## src/rtl/pscfg_pkg.sv

```systemverilog
package pscfg_pkg;

   typedef enum logic [2:0] {
      ST_IDLE,
      ST_RESET_PULSE,
      ST_WAIT_START,
      ST_SHIFT,
      ST_INIT_CLOCKS,
      ST_DONE,
      ST_ERROR
   } pscfg_state_e;

endpackage

```

## src/rtl/pscfg_sync.sv

```systemverilog
module pscfg_sync #(
   parameter int         W       = 2,
   parameter int         STAGES  = 2,
   parameter logic [W-1:0] RST_VAL = '0
) (
   input  logic         clk,
   input  logic         rst_n,
   input  logic [W-1:0] d_i,
   output logic [W-1:0] q_o
);

   if (STAGES < 2) begin : g_bad_stages
      $error("pscfg_sync: STAGES must be at least 2");
   end

   for (genvar i = 0; i < W; i++) begin : g_bit
      logic [STAGES-1:0] chain_q;
      always_ff @(posedge clk or negedge rst_n) begin
         if (!rst_n) chain_q <= {STAGES{RST_VAL[i]}};
         else        chain_q <= {chain_q[STAGES-2:0], d_i[i]};
      end
      assign q_o[i] = chain_q[STAGES-1];
   end

endmodule

```

## src/rtl/pscfg_timer.sv

```systemverilog
module pscfg_timer #(
   parameter int W = 10
) (
   input  logic         clk,
   input  logic         rst_n,
   input  logic         clr_i,
   input  logic         load_i,
   input  logic [W-1:0] load_val_i,
   output logic         expired_o
);

   logic [W-1:0] cnt_q;
   logic         active_q;

   assign expired_o = active_q && (cnt_q == '0);

   always_ff @(posedge clk or negedge rst_n) begin
      if (!rst_n) begin
         cnt_q    <= '0;
         active_q <= 1'b0;
      end else if (load_i) begin
         cnt_q    <= load_val_i;
         active_q <= 1'b1;
      end else if (clr_i) begin
         cnt_q    <= '0;
         active_q <= 1'b0;
      end else if (active_q) begin
         if (cnt_q == '0) active_q <= 1'b0;
         else             cnt_q    <= cnt_q - 1'b1;
      end
   end

endmodule

```

## src/rtl/pscfg_shifter.sv

```systemverilog
module pscfg_shifter #(
   parameter int W = 8
) (
   input  logic         clk,
   input  logic         rst_n,
   input  logic         clear_i,
   input  logic         load_i,
   input  logic [W-1:0] data_i,
   input  logic         adv_i,
   output logic         bit_o,
   output logic         need_o
);

   localparam int LW = $clog2(W);

   if (W < 2) begin : g_bad_width
      $error("pscfg_shifter: W must be at least 2");
   end

   logic [W-1:0]  sh_q;
   logic [LW-1:0] left_q;

   assign bit_o  = sh_q[0];
   assign need_o = (left_q == '0);

   always_ff @(posedge clk or negedge rst_n) begin
      if (!rst_n) begin
         sh_q   <= '0;
         left_q <= '0;
      end else if (clear_i) begin
         sh_q   <= '0;
         left_q <= '0;
      end else if (load_i) begin
         sh_q   <= data_i;
         left_q <= LW'(W - 1);
      end else if (adv_i) begin
         sh_q   <= {1'b0, sh_q[W-1:1]};
         left_q <= left_q - 1'b1;
      end
   end

endmodule

```

## src/rtl/pscfg_host.sv

```systemverilog
module pscfg_host
   import pscfg_pkg::*;
#(
   parameter int CLKS_PER_US = 125,
   parameter int HALF_CYC    = 7,
   parameter int RESET_US    = 2,
   parameter int START_US    = 5,
   parameter int INIT_CLKS   = 10,
   parameter int BYTE_W      = 8,
   parameter int SYNC_STAGES = 2
) (
   input  logic              clk,
   input  logic              rst_n,
   input  logic              start_i,
   input  logic [BYTE_W-1:0] src_data_i,
   input  logic              src_valid_i,
   output logic              src_ready_o,
   output logic              cfg_req_n_o,
   output logic              cfg_clk_o,
   output logic              cfg_data_o,
   input  logic              status_n_i,
   input  logic              done_i,
   output logic              busy_o,
   output logic              done_o,
   output logic              error_o
);

   localparam int RESET_CYC = RESET_US * CLKS_PER_US;
   localparam int START_CYC = START_US * CLKS_PER_US;
   localparam int BIG_CYC   = (RESET_CYC > START_CYC) ? RESET_CYC : START_CYC;
   localparam int MAX_CYC   = (BIG_CYC > HALF_CYC) ? BIG_CYC : HALF_CYC;
   localparam int TMR_W     = $clog2(MAX_CYC + 1);
   localparam int INIT_W    = $clog2(INIT_CLKS + 1);
   localparam int MIN_HALF  = (CLKS_PER_US * 50 + 999) / 1000;

   localparam logic [TMR_W-1:0]  RESET_LD = TMR_W'(RESET_CYC - 1);
   localparam logic [TMR_W-1:0]  START_LD = TMR_W'(START_CYC - 1);
   localparam logic [TMR_W-1:0]  HALF_LD  = TMR_W'(HALF_CYC - 1);
   localparam logic [INIT_W-1:0] INIT_LD  = INIT_W'(INIT_CLKS);

   if (CLKS_PER_US < 1) begin : g_bad_rate
      $error("pscfg_host: CLKS_PER_US must be positive");
   end
   if (HALF_CYC < MIN_HALF || HALF_CYC < 1) begin : g_bad_half
      $error("pscfg_host: HALF_CYC gives a clock phase under 50 ns");
   end
   if (RESET_US < 2) begin : g_bad_reset
      $error("pscfg_host: RESET_US must be at least 2");
   end
   if (START_US < 5) begin : g_bad_start
      $error("pscfg_host: START_US must be at least 5");
   end
   if (INIT_CLKS < 1) begin : g_bad_init
      $error("pscfg_host: INIT_CLKS must be at least 1");
   end

   pscfg_state_e      state_q, state_d;
   logic              cclk_q, cclk_d;
   logic              req_n_q, req_n_d;
   logic              slot_q, slot_d;
   logic [INIT_W-1:0] init_q, init_d;
   logic              tmr_ld, tmr_exp, tmr_clr;
   logic [TMR_W-1:0]  tmr_val;
   logic [1:0]        line_s;
   logic              status_ok, done_seen;
   logic              need, decide, take, start_acc, adv;

   pscfg_sync #(
      .W       (2),
      .STAGES  (SYNC_STAGES),
      .RST_VAL (2'b01)
   ) u_sync (
      .clk   (clk),
      .rst_n (rst_n),
      .d_i   ({done_i, status_n_i}),
      .q_o   (line_s)
   );

   assign status_ok = line_s[0];
   assign done_seen = line_s[1];

   pscfg_timer #(.W(TMR_W)) u_timer (
      .clk        (clk),
      .rst_n      (rst_n),
      .clr_i      (tmr_clr),
      .load_i     (tmr_ld),
      .load_val_i (tmr_val),
      .expired_o  (tmr_exp)
   );

   pscfg_shifter #(.W(BYTE_W)) u_shift (
      .clk     (clk),
      .rst_n   (rst_n),
      .clear_i (start_acc),
      .load_i  (take),
      .data_i  (src_data_i),
      .adv_i   (adv),
      .bit_o   (cfg_data_o),
      .need_o  (need)
   );

   assign start_acc   = start_i && (state_q == ST_IDLE || state_q == ST_ERROR);
   assign decide      = (state_q == ST_SHIFT) && slot_q && status_ok && !done_seen;
   assign src_ready_o = decide && need;
   assign take        = src_ready_o && src_valid_i;
   assign adv         = decide && !need;
   assign tmr_clr     = (state_q == ST_IDLE) || (state_q == ST_DONE) || (state_q == ST_ERROR);

   always_comb begin
      state_d = state_q;
      cclk_d  = cclk_q;
      req_n_d = req_n_q;
      slot_d  = slot_q;
      init_d  = init_q;
      tmr_ld  = 1'b0;
      tmr_val = HALF_LD;
      unique case (state_q)
         ST_IDLE, ST_ERROR: begin
            if (start_i) begin
               state_d = ST_RESET_PULSE;
               req_n_d = 1'b0;
               cclk_d  = 1'b0;
               slot_d  = 1'b0;
               tmr_ld  = 1'b1;
               tmr_val = RESET_LD;
            end
         end
         ST_RESET_PULSE: begin
            if (tmr_exp) begin
               state_d = ST_WAIT_START;
               req_n_d = 1'b1;
               tmr_ld  = 1'b1;
               tmr_val = START_LD;
            end
         end
         ST_WAIT_START: begin
            if (tmr_exp) begin
               state_d = ST_SHIFT;
               slot_d  = 1'b1;
            end
         end
         ST_SHIFT: begin
            if (!status_ok) begin
               state_d = ST_ERROR;
               cclk_d  = 1'b0;
               slot_d  = 1'b0;
            end else if (slot_q) begin
               if (done_seen) begin
                  state_d = ST_INIT_CLOCKS;
                  init_d  = INIT_LD;
                  slot_d  = 1'b0;
                  tmr_ld  = 1'b1;
               end else if (need && !src_valid_i) begin
                  state_d = ST_ERROR;
                  slot_d  = 1'b0;
               end else begin
                  slot_d  = 1'b0;
                  tmr_ld  = 1'b1;
               end
            end else if (tmr_exp) begin
               if (!cclk_q) begin
                  cclk_d = 1'b1;
                  tmr_ld = 1'b1;
               end else begin
                  cclk_d = 1'b0;
                  slot_d = 1'b1;
               end
            end
         end
         ST_INIT_CLOCKS: begin
            if (tmr_exp) begin
               if (!cclk_q) begin
                  cclk_d = 1'b1;
                  tmr_ld = 1'b1;
               end else begin
                  cclk_d = 1'b0;
                  if (init_q == INIT_W'(1)) begin
                     state_d = ST_DONE;
                  end else begin
                     init_d = init_q - 1'b1;
                     tmr_ld = 1'b1;
                  end
               end
            end
         end
         ST_DONE: begin
            cclk_d = 1'b0;
         end
         default: begin
            state_d = ST_IDLE;
         end
      endcase
   end

   always_ff @(posedge clk or negedge rst_n) begin
      if (!rst_n) begin
         state_q <= ST_IDLE;
         cclk_q  <= 1'b0;
         req_n_q <= 1'b1;
         slot_q  <= 1'b0;
         init_q  <= '0;
      end else begin
         state_q <= state_d;
         cclk_q  <= cclk_d;
         req_n_q <= req_n_d;
         slot_q  <= slot_d;
         init_q  <= init_d;
      end
   end

   assign cfg_clk_o   = cclk_q;
   assign cfg_req_n_o = req_n_q;
   assign busy_o      = (state_q == ST_RESET_PULSE) || (state_q == ST_WAIT_START) ||
                        (state_q == ST_SHIFT) || (state_q == ST_INIT_CLOCKS);
   assign done_o      = (state_q == ST_DONE);
   assign error_o     = (state_q == ST_ERROR);

endmodule

```

## config.mk

```make
export PLATFORM = sky130hd
export DESIGN_NAME = pscfg_host
export DESIGN_NICKNAME = d
export VERILOG_FILES = /design/src/rtl/pscfg_pkg.sv /design/src/rtl/pscfg_sync.sv /design/src/rtl/pscfg_timer.sv /design/src/rtl/pscfg_shifter.sv /design/src/rtl/pscfg_host.sv
export SDC_FILE = /design/constraint.sdc
export NUM_CORES = 1
export LEC_CHECK = 0
export CORE_MARGIN = 8
export CORE_UTILIZATION = 57
export CTS_CLUSTER_SIZE = 28
export DETAILED_ROUTE_END_ITERATION = 6
export HOLD_SLACK_MARGIN = 0.03
export PLACE_DENSITY_LB_ADDON = 0.15
export SLEW_MARGIN = 20
export SYNTH_ARGS = -nofsm -noshare
export SYNTH_HDL_FRONTEND = slang
export SYNTH_SLANG_ARGS = --single-unit
```

## constraint.sdc

```tcl
create_clock -name clk -period 2.74 [get_ports clk]
set_clock_uncertainty 0.1 [all_clocks]
set_input_delay 0.548 -clock clk [delete_from_list [all_inputs] [get_ports clk]]
set_output_delay 0.548 -clock clk [all_outputs]
set_load 0.02 [all_outputs]
```

======== Word level (Yosys, flattened, before mapping) ========
Cells that the tools add are included.
word-level totals
  register bits ........................... 36
  output and inout bits ................... 7
operators by class
  add/sub/neg operators ................... 3
  eq/ne operators ......................... 21
  multiplexer cells ....................... 59
  bitwise logic cells ..................... 1
  reduce and logical (&&, ||, !) cells .... 34
operator list
  operator                                             count
  two-way mux 10 bit                                   5
  two-way mux 3 bit                                    13
  two-way mux 8 bit                                    4
  two-way mux 1 bit                                    24
  two-way mux 4 bit                                    6
  one-hot mux 10 bit (2 select lines)                  1
  one-hot mux 3 bit (6 select lines)                   1
  != test 2 bit, second input constant                 8
  zero test 10 bit                                     1
  subtractor 10 x 1 -> 10 bit, second input constant   1
  equality test 3 bit, second input constant           3
  logical AND 1 bit                                    9
  != test 3 bit, second input constant                 3
  AND reduction 3 bit                                  3
  AND reduction 9 bit                                  1
  nonzero test 3 bit                                   3
  one-hot mux 1 bit (4 select lines)                   2
  one-hot mux 4 bit (2 select lines)                   1
  AND reduction 7 bit                                  1
  equality test 3 x 2 -> 1 bit, second input constant  2
  zero test 3 bit                                      2
  logical OR 1 bit                                     6
  equality test 4 x 1 -> 1 bit, second input constant  1
  != test 2 x 1 -> 1 bit, second input constant        2
  other kinds (12)                                     15

======== Depth between registers and ports, before layout ========
Gate-level depths: netlist of the first run.
  depth in word-level cells ............... 9
  depth in mapped cells ................... 11
  mapped depth without buffers ............ 11

======== Modules after synthesis ========
From an unflattened synthesis of the first run, not the netlist that was laid out.
unflattened totals
  cell total of the unflattened synthesis .. 232
  area total of the unflattened synthesis .. 2218.4 um^2
modules (own cells, without submodules)
  module         times used  cells an instance  area each (um^2)
  pscfg_host     1           101                817.0
  pscfg_timer    1           73                 688.2
  pscfg_shifter  1           52                 595.6
  pscfg_sync     1           6                  117.6

======== Least setup slack after synthesis of the first run ========
OpenSTA, ideal clock, no wires.
  path type ............................... reg2reg
  start point ............................. register u_timer.cnt_q[0]
  end point ............................... register u_timer.cnt_q[3]
  library setup time ...................... 0.132 ns
  data arrival time ....................... 2.096 ns
  required time ........................... 2.508 ns
  slack ................................... 0.412 ns
  stages on the path, launching flop included .. 12
  buffers on the path ..................... 0
  path through ............................ dfrtp_1 inv_1 ha_1 nor4b_4 nand4_2 inv_2 ha_1 nor2_1 a311oi_1 a21oi_1 nor4bb_1 nor3_2
on the way
  cells in the longest elaborated chain, start to end .. 8
ends and longest elaborated chain
  item                                                                  line                                  source
  from (decl)                                                           pscfg_timer.sv:12                     logic [W-1:0] cnt_q;
  from (signal assigned)                                                pscfg_timer.sv:22                     cnt_q <= load_val_i;
  from (signal assigned)                                                pscfg_timer.sv:29                     else cnt_q <= cnt_q - 1'b1;
  zero test 10 bit                                                      pscfg_timer.sv:15, pscfg_timer.sv:28
  logical AND 1 bit                                                     pscfg_timer.sv:15                     assign expired_o = active_q && (cnt_q == '0);
  two-way mux 1 bit                                                     pscfg_host.sv:160                     end else if (tmr_exp) begin
  two-way mux 1 bit                                                     pscfg_host.sv:147                     end else if (slot_q) begin
  two-way mux 1 bit                                                     pscfg_host.sv:143                     if (!status_ok) begin
  one-hot mux 1 bit (4 select lines)                                    pscfg_host.sv:117                     unique case (state_q)
  != test 3 bit (no line) / nonzero test 3 bit (equally long branches)  -
  AND reduction 2 bit (no line)                                         -
Several ways; a longest one is shown, not always the timed one. The select of a mux whose other input is x is not followed.
A chain may end at the register's enable or synchronous reset.

======== Worst setup path in the final report of the first run ========
  start point ............................. register u_sync.g_bit[0].chain_q[1]
  end point ............................... output port src_ready_o
on the way
  cells in the longest elaborated chain, start to end .. 3
ends and longest elaborated chain
  item                             line               source
  from (decl)                      pscfg_sync.sv:17   logic [STAGES-1:0] chain_q;
  from (signal assigned)           pscfg_sync.sv:19   if (!rst_n) chain_q <= {STAGES{RST_VAL[i]}};
  from (signal assigned)           pscfg_sync.sv:20   else chain_q <= {chain_q[STAGES-2:0], d_i[i]};
  logical AND 1 bit (2 in series)  pscfg_host.sv:103  assign decide = (state_q == ST_SHIFT) && slot_q && status_ok && !done_seen;
  logical AND 1 bit                pscfg_host.sv:104  assign src_ready_o = decide && need;
  to (decl)                        pscfg_host.sv:17   output logic src_ready_o,
Every way passes these cells.

==> summary.txt, run 1 <==
Floorplanning
  • I/O pin cnt: 21
  • Die width: 76.9 um
  • CORE AREA: 3610 um^2
  • Die H: a little under 80 um
  • Starting Density: 0.586
  • Die ar.: approximately 5900 um^2
  • # rows: 22

Cells and area
  • Flip-flop and latch area: approximately 910 um^2
  • Multi-input logic area: between 1000 and 1500 um^2
  • Layout area overhead: 19.2%
  • Layout cells sized above 1: 0.132
  • Number of fill cells: 304
  • Nets@finish: 279
  • N_diodes: 0
  • Cell area after layout: 2520 um^2
  • Non-filler cells, final: 306
  • Layout Utilization: 0.699

Setup path
  • CP endpoint kind: output pin
  • Critical path depth: 3
  • Worst reg2reg path depth: 12
  • Crit path capture: src_ready_o
  • Slowest CP cell: clkdlybuf4s50_1
  • Crit path required time: 2.09 ns
  • Setup crit start kind: flop
  • CP startpoint: u_sync.g_bit[0].chain_q[1]$_DFF_PN1_
  • Top delay family on crit path: buffers and inverters
  • Critical path class: flop to output pin
  • Reg-to-Reg End: u_timer.cnt_q[6]$_DFFE_PN0P_
  • Reg2reg start: u_timer.cnt_q[0]$_DFFE_PN0P_
  • Worst-path cell chain: nand4b_1 -> nor4b_2 -> clkdlybuf4s50_1
  • R2R Setup Slk: 0.19 ns
  • CP bufs+invs: 1
  • Worst-path fanout max: 4
  • Worst stage delay on the critical path: 0.66 ns
  • Critical path arrival: 1.94 ns

CTS
  • Clock sinks: 36
  • Worst-Skew Late Latency: 0.30 ns
  • Clock buffer depth: 2
  • Clock Tree Root: clkbuf_8
  • H-tree depth: 2
  • CTS tree: yes
  • Cts bufs inserted: 5
  • Reg clk slew, reported paths: 0.08 ns

STA
  • Worst slew pin tran: 1.05 ns
  • Hold_ws: approximately 0.26 ns
  • Final Hold Vio Count: 0
  • Min Tclk post-route: between 2 and 3 ns
  • Final setup viols: 0
  • Max Slew Vio Count: 0
  • Fmax: 386 MHz
  • Final worst-path cycle share: 0.945
  • RSZ-0062 raised after global routing: no
  • Relative slew margins: 0.298
  • Min setup slack post-route: 0.151 ns
  • Setup TNS: 0 ns

Synthesis
  • Number of synthesized flops with an enable pin: 0
  • Sequential area share after synthesis: 0.428
  • Synth Register Bits: 36
  • Net Count, Synth: 250
  • Ys async rst share: 1.00
  • Yosys Warn Count: 0
  • Cells after Synth: approximately 230
  • Syn avg cell area: 9.27 um^2
  • Netlist cell types: 49
  • Post-Syn Area: around 2100 um^2
  • Most used DFF post-synth: dfrtp_1

Route
  • Final WL: just under 5000 um
  • # DRC: 0
  • Post-DRT Antenna Nets: 0
  • Vias post-DR: 1855
  • Via-per-instance ratio: 6.06
  • Wire per inst: around 16 um
  • 1st-pass router iterations: 5
  • Initial DRC count: 135

Min path
  • Worst hold path cell count: 0
  • Hold Path Class: flop to flop

Power
  • Cell Pwr Density: 760 nW/um^2
  • Peak VDD IR: ~0.58 mV
  • Total Power: approximately 1.9 mW
  • Leakage: roughly 1.1 nW

Placement
  • Placed instance count: 294
  • Dpl ws: 0.201 ns
  • Placed cell area: 2390 um^2
  • Input/output buffers: 20
  • Detail Placement HPWL: 3430 um
  • Routability Congestion: 0.912

Global routing
  • Pin count of the biggest net entering global routing: 37
  • Grt ovf: 0
  • GRT Total Usage: 0.173
  • Initial antenna violation count: 0
  • First-pass GRT wire length: around 8500 um
  • Vias in the first global route: 1789

Run
  • Max Cap Viol: 0

Run status
  • Status: complete, no violations
-- cell families (layout without fill, tap and decap cells) --
logic type / Yosys count / count (layout) / share of synthesized area
AOI/OAI and AO/OA: 57 / 57 / 0.173
xor gates and xnor gates: 6 / 6 / 0.0249
adders and majority gates: 8 / 8 / 0.0473
buffers and inverters: 22 / 52 / 0.0391
DFF: 36 / 36 / 0.428
muxes: 10 / 10 / 0.0485
and+or+nand+nor: 89 / 89 / 0.240
-- report_power, final --
| group | total, mW | switching (mW) | internal, mW |
|---|---|---|---|
| Combinational | 0.731 | 0.414 | 0.317 |
| Clock | 0.390 | 0.210 | 0.180 |
| Sequential | 0.794 | 0.151 | 0.643 |
| Total | 1.92 | 0.775 | 1.14 |
-- worst min path at each step --
| stage | start | endpoint | slack, ns |
|---|---|---|---|
| 2_1_floorplan | rst_n | cfg_clk_o$_DFFE_PN0P_ | 0.15 |
| 3_3_place_gp | u_sync.g_bit[0].chain_q[0]$_DFF_PN1_ | u_sync.g_bit[0].chain_q[1]$_DFF_PN1_ | 0.25 |
| 3_5_place_dp | u_sync.g_bit[0].chain_q[0]$_DFF_PN1_ | u_sync.g_bit[0].chain_q[1]$_DFF_PN1_ | 0.25 |
| 4_1_cts | u_sync.g_bit[0].chain_q[0]$_DFF_PN1_ | u_sync.g_bit[0].chain_q[1]$_DFF_PN1_ | 0.26 |
| 5_1_grt | u_sync.g_bit[0].chain_q[0]$_DFF_PN1_ | u_sync.g_bit[0].chain_q[1]$_DFF_PN1_ | 0.26 |
| 6_report | u_sync.g_bit[1].chain_q[0]$_DFF_PN0_ | u_sync.g_bit[1].chain_q[1]$_DFF_PN0_ | 0.26 |
-- cells in the mapped netlist (all sizes together), types with 7 or more instances --
cell    instances  share of area
a21oi          13          0.031
clkbuf          7          0.012
dfrtp          33           0.39
ha              8          0.047
inv            14          0.025
mux2i           8          0.038
nand2          15          0.027
nand3          18          0.043
nor2           16          0.028
nor3           11          0.031
o21ai          19          0.045
-- area by class of cell --
| type | count | area share |
|---|---|---|
| timing repair buffer | 30 | 0.109 |
| sequential | 36 | 0.359 |
| clock inverter | 3 | 0.00943 |
| multi-input combinational | 170 | 0.450 |
| clock buffer | 5 | 0.0273 |
| inverter | 14 | 0.0209 |
| tap | 48 | 0.0238 |
-- layer usage --
layer / vias to the layer above / GRT usage / wire length (um)
met5: - / 0 / 0
met4: 0 / 0.0577 / 78
met3: 10 / 0.0443 / 305
met2: 70 / 0.277 / 2380
met1: 885 / 0.219 / 2120
li1: 890 / - / -
-- state kept, by name (all words and copies together), names as in the netlist --
signal / count
cfg_clk_o: 1
cfg_req_n_o: 1
init_q: 4
slot_q: 1
state_q: 3
u_shift.left_q: 3
u_shift.sh_q: 8
u_sync.g_bit.chain_q: 4
u_timer.active_q: 1
u_timer.cnt_q: 10
-- cell usage in the layout, fill, tap and decap left out, types with 4 or more instances in the layout --
master,n
nor2_1,16
nor3_1,9
nand3_1,18
inv_1,12
o21ai_0,4
mux2i_1,8
clkbuf_8,5
a21oi_1,13
buf_4,10
nand2b_1,4
ha_1,8
dfrtp_1,32
nand2_1,15
o21ai_1,15
nor2b_1,4
clkdlybuf4s50_1,20
a31oi_1,5
xor2_1,5
-- what timing repair did --
item                       CTS  global route
setup endpoints to repair    0             8
hold endpoints to repair     0             0
setup buffers                0             4
hold buffers                 0             0
gates resized for setup      0             2
No activity file was read; power rests on OpenSTA's default activity.
==> inputs of run 2 (changes only) <==
--- a/config.mk
+++ b/config.mk
@@ -6,7 +6,7 @@
 export NUM_CORES = 1
 export LEC_CHECK = 0
 export CORE_MARGIN = 8
-export CORE_UTILIZATION = 57
+export CORE_UTILIZATION = 60
 export CTS_CLUSTER_SIZE = 28
 export DETAILED_ROUTE_END_ITERATION = 6
 export HOLD_SLACK_MARGIN = 0.03
==> constraint.sdc (replaced) <==
create_clock -name clk -period 3.3 [get_ports clk]
set_clock_uncertainty 0.1 [all_clocks]
set_input_delay 0.495 -clock clk [delete_from_list [all_inputs] [get_ports clk]]
set_output_delay 0.495 -clock clk [all_outputs]
set_load 0.02 [all_outputs]
==> summary.txt, run 2 (synthesized netlist as in run 1, its figures left out) <==
Setup path
  • R2R Setup Slk: 0.78 ns (was 0.19 ns)
  • Worst-path fanout max: 15 (was 4)
  • CP endpoint kind: output pin (unchanged)
  • Setup crit start kind: flop (unchanged)
  • Crit path required time: 2.70 ns (was 2.09 ns)
  • Worst-path cell chain: nand4b_1 -> nor4b_2 -> clkdlybuf4s50_1 (unchanged)
  • Worst stage delay on the critical path: 0.66 ns (about the same)
  • Slowest CP cell: clkdlybuf4s50_1 (unchanged)
  • Reg2reg start: u_timer.cnt_q[0]$_DFFE_PN0P_ (unchanged)
  • Worst reg2reg path depth: 12 (unchanged)
  • Critical path arrival: 2.29 ns (was 1.94 ns)
  • Reg-to-Reg End: u_timer.cnt_q[3]$_DFFE_PN0P_ (was u_timer.cnt_q[6]$_DFFE_PN0P_)
  • Critical path class: flop to output pin (unchanged)

STA
  • Hold_ws: 0.263 ns (was 0.256 ns)
  • Final setup viols: 0 (unchanged)
  • RSZ-0062 raised after global routing: no (unchanged)
  • Final worst-path cycle share: 0.875
  • Setup TNS: 0 ns (unchanged)
  • Max Slew Vio Count: 0 (unchanged)
  • Worst slew pin tran: 1.10 ns (was 1.05 ns)
  • Min Tclk post-route: 2.89 ns
  • Relative slew margins: 0.266 (was 0.298)
  • Final Hold Vio Count: 0 (unchanged)
  • Fmax: 346 MHz

Cells and area
  • Max FFs per register: 10 (unchanged)
  • Non-filler cells, final: 296 (was 306)
  • Commonest non-fill, non-tap cell in the layout: dfrtp_1 (unchanged)
  • Register with the highest flop count: u_timer.cnt_q (unchanged)
  • N_diodes: 0 (unchanged)
  • Regs by FF count: u_timer.cnt_q: 10 flops, u_shift.sh_q: 8 flops (unchanged)
  • Most frequent cells in the layout: dfrtp_1 (33), clkdlybuf4s50_1 (20), nand3_1 (18) (was dfrtp_1 (32), clkdlybuf4s50_1 (20), nand3_1 (18))
  • Layout cells sized above 1: 0.0960 (was 0.132)
  • Nets@finish: 271 (was 279)
  • Layout Utilization: 0.718 (was 0.699)
  • Layout area overhead: 14.1% (was 19.2%)

Route
  • # DRC: 0 (unchanged)
  • Post-DRT Antenna Nets: 0 (unchanged)
  • 1st-pass router iterations: 4 (was 5)
  • Final WL: 4410 um (was 4890 um)
  • Vias post-DR: 1768 (was 1855)
  • Wire per inst: 14.9 um (was 16.0 um)
  • Via-per-instance ratio: 5.97 (was 6.06)
  • Initial DRC count: 214 (was 135)

Power
  • Peak VDD IR: 0.386 mV (was 0.576 mV)
  • Leakage: 1.08 nW (was 1.12 nW)
  • Flop pwr share: 0.447 (was 0.415)
  • Switching power: 602 uW (was 775 uW)
  • Cell Pwr Density: 607 nW/um^2 (was 760 nW/um^2)
  • Switching share of power: 0.411 (was 0.405)
  • Clk pwr share: 0.161 (was 0.204)
  • Cell Int Power: 864 uW (was 1.14 mW)
  • Logic pwr share: 0.391 (was 0.382)

Global routing
  • Vias in the first global route: 1648 (was 1789)
  • First-pass GRT wire length: 7560 um (was 8450 um)
  • Initial antenna violation count: 0 (unchanged)
  • Pin count of the biggest net entering global routing: 37 (unchanged)
  • Grt ovf: 0 (unchanged)
  • GRT Total Usage: 0.174 (was 0.173)

Min path
  • Hold endpoint: u_sync.g_bit[0].chain_q[1]$_DFF_PN1_ (was u_sync.g_bit[1].chain_q[1]$_DFF_PN0_)
  • Worst hold path cell count: 0 (unchanged)
  • Hold Path Class: flop to flop (unchanged)
  • HP Start: u_sync.g_bit[0].chain_q[0]$_DFF_PN1_ (was u_sync.g_bit[1].chain_q[0]$_DFF_PN0_)

CTS
  • Clock sinks: 36 (unchanged)
  • H-tree depth: 2 (unchanged)
  • Worst-Skew Late Latency: 0.35 ns (was 0.30 ns)
  • CTS tree: yes (unchanged)
  • Reg clk slew, reported paths: 0.12 ns (was 0.08 ns)
  • Cts bufs inserted: 5 (unchanged)
  • Clock buffer depth: 2 (unchanged)
  • Clock Tree Root: clkbuf_4 (was clkbuf_8)
  • Hold Buf Count CTS: 0 (unchanged)
  • Post-cts repair resize count: 0 (unchanged)
  • Post-CTS Setup Bufs: 0 (unchanged)

Floorplanning
  • # rows: 21 (was 22)
  • Die H: 75.4 um (was 76.9 um)
  • Die width: 75.4 um (was 76.9 um)
  • Die ar.: 5680 um^2 (was 5910 um^2)
  • CORE AREA: 3360 um^2 (was 3610 um^2)
  • Starting Density: 0.629 (was 0.586)
  • I/O pin cnt: 21 (unchanged)

Run status
  • Status: complete, no violations (unchanged)

Placement
  • Input/output buffers: 20 (unchanged)
  • Detail Placement HPWL: 3240 um (was 3430 um)
  • Placed instance count: 288 (was 294)
  • Routability Congestion: 0.958 (was 0.912)

Run
  • Max Cap Viol: 0 (unchanged)
run 2: layout make-up:
type                    instances  area, um^2
multi-input cells             170        1130
clock buffers                   5        37.5
fillers                       263         950
inverters                      14        52.6
repair buffers                 22         215
clock inverters                 3        18.8
flip-flops and latches         36         905
well taps                      46        57.6
run 2: worst max path at each step:
stage                     depth (start not counted)                      endpoint  slack [ns]                    startpoint
after global routing                              3                   src_ready_o        0.26        state_q[1]$_DFFE_PN0P_
after global placement                            3                   src_ready_o        0.84        state_q[2]$_DFFE_PN0P_
after floorplan                                  11  u_timer.cnt_q[3]$_DFFE_PN0P_        0.97  u_timer.cnt_q[0]$_DFFE_PN0P_
after CTS                                         3                   src_ready_o        0.43        state_q[1]$_DFFE_PN0P_
after detailed placement                         12  u_timer.cnt_q[3]$_DFFE_PN0P_        0.79  u_timer.cnt_q[0]$_DFFE_PN0P_
final                                             3                   src_ready_o        0.41        state_q[0]$_DFFE_PN0P_
run 2: power by group through the flow:
stage / Combinational, mW / Clock, mW / Sequential, mW
after CTS: 0.571 / 0.244 / 0.652
after floorplan: 0.447 / 0 / 0.629
after global routing: 0.637 / 0.266 / 0.670
final: 0.574 / 0.236 / 0.656
after detailed placement: 0.568 / 0 / 0.662
after global placement: 0.562 / 0 / 0.658
run 2: per-stage QoR:
| stage | worst slack, ns | cell area [um^2] | total power [mW] |
|---|---|---|---|
| 6_report | 0.412 | 2410 | 1.47 |
| 5_1_grt | 0.257 | 2410 | 1.57 |
| 4_1_cts | 0.425 | 2410 | 1.47 |
| 3_5_place_dp | 0.786 | 2360 | 1.23 |
| 3_3_place_gp | 0.843 | 2360 | 1.22 |
| 2_1_floorplan | 0.972 | 2110 | 1.08 |
run 2: metal layers:
metal	GRT usage	part of all wire	wire, um	vias to the layer above
li1	-	-	-	876
met1	0.224	0.46	2020	831
met2	0.267	0.46	2050	53
met3	0.0526	0.064	282	8
met4	0.0704	0.015	64	0
met5	0	0	0	-
run 2: worst max-delay path: cells and delay by family (launching register included):
kind                   cells  cell delay (ns)
buffers and inverters      1             0.66
DFF                        1             0.61
and+or+nand+nor            2             0.68
==> inputs of run 3 (changes only) <==
--- a/config.mk
+++ b/config.mk
@@ -5,6 +5,7 @@
 export SDC_FILE = /design/constraint.sdc
 export NUM_CORES = 1
 export LEC_CHECK = 0
+export ABC_CLOCK_PERIOD_IN_PS = 3300
 export CORE_MARGIN = 8
 export CORE_UTILIZATION = 60
 export CTS_CLUSTER_SIZE = 28
==> results of run 3 <==
The final DEF is identical to that of run 2; final timing and power are the same.
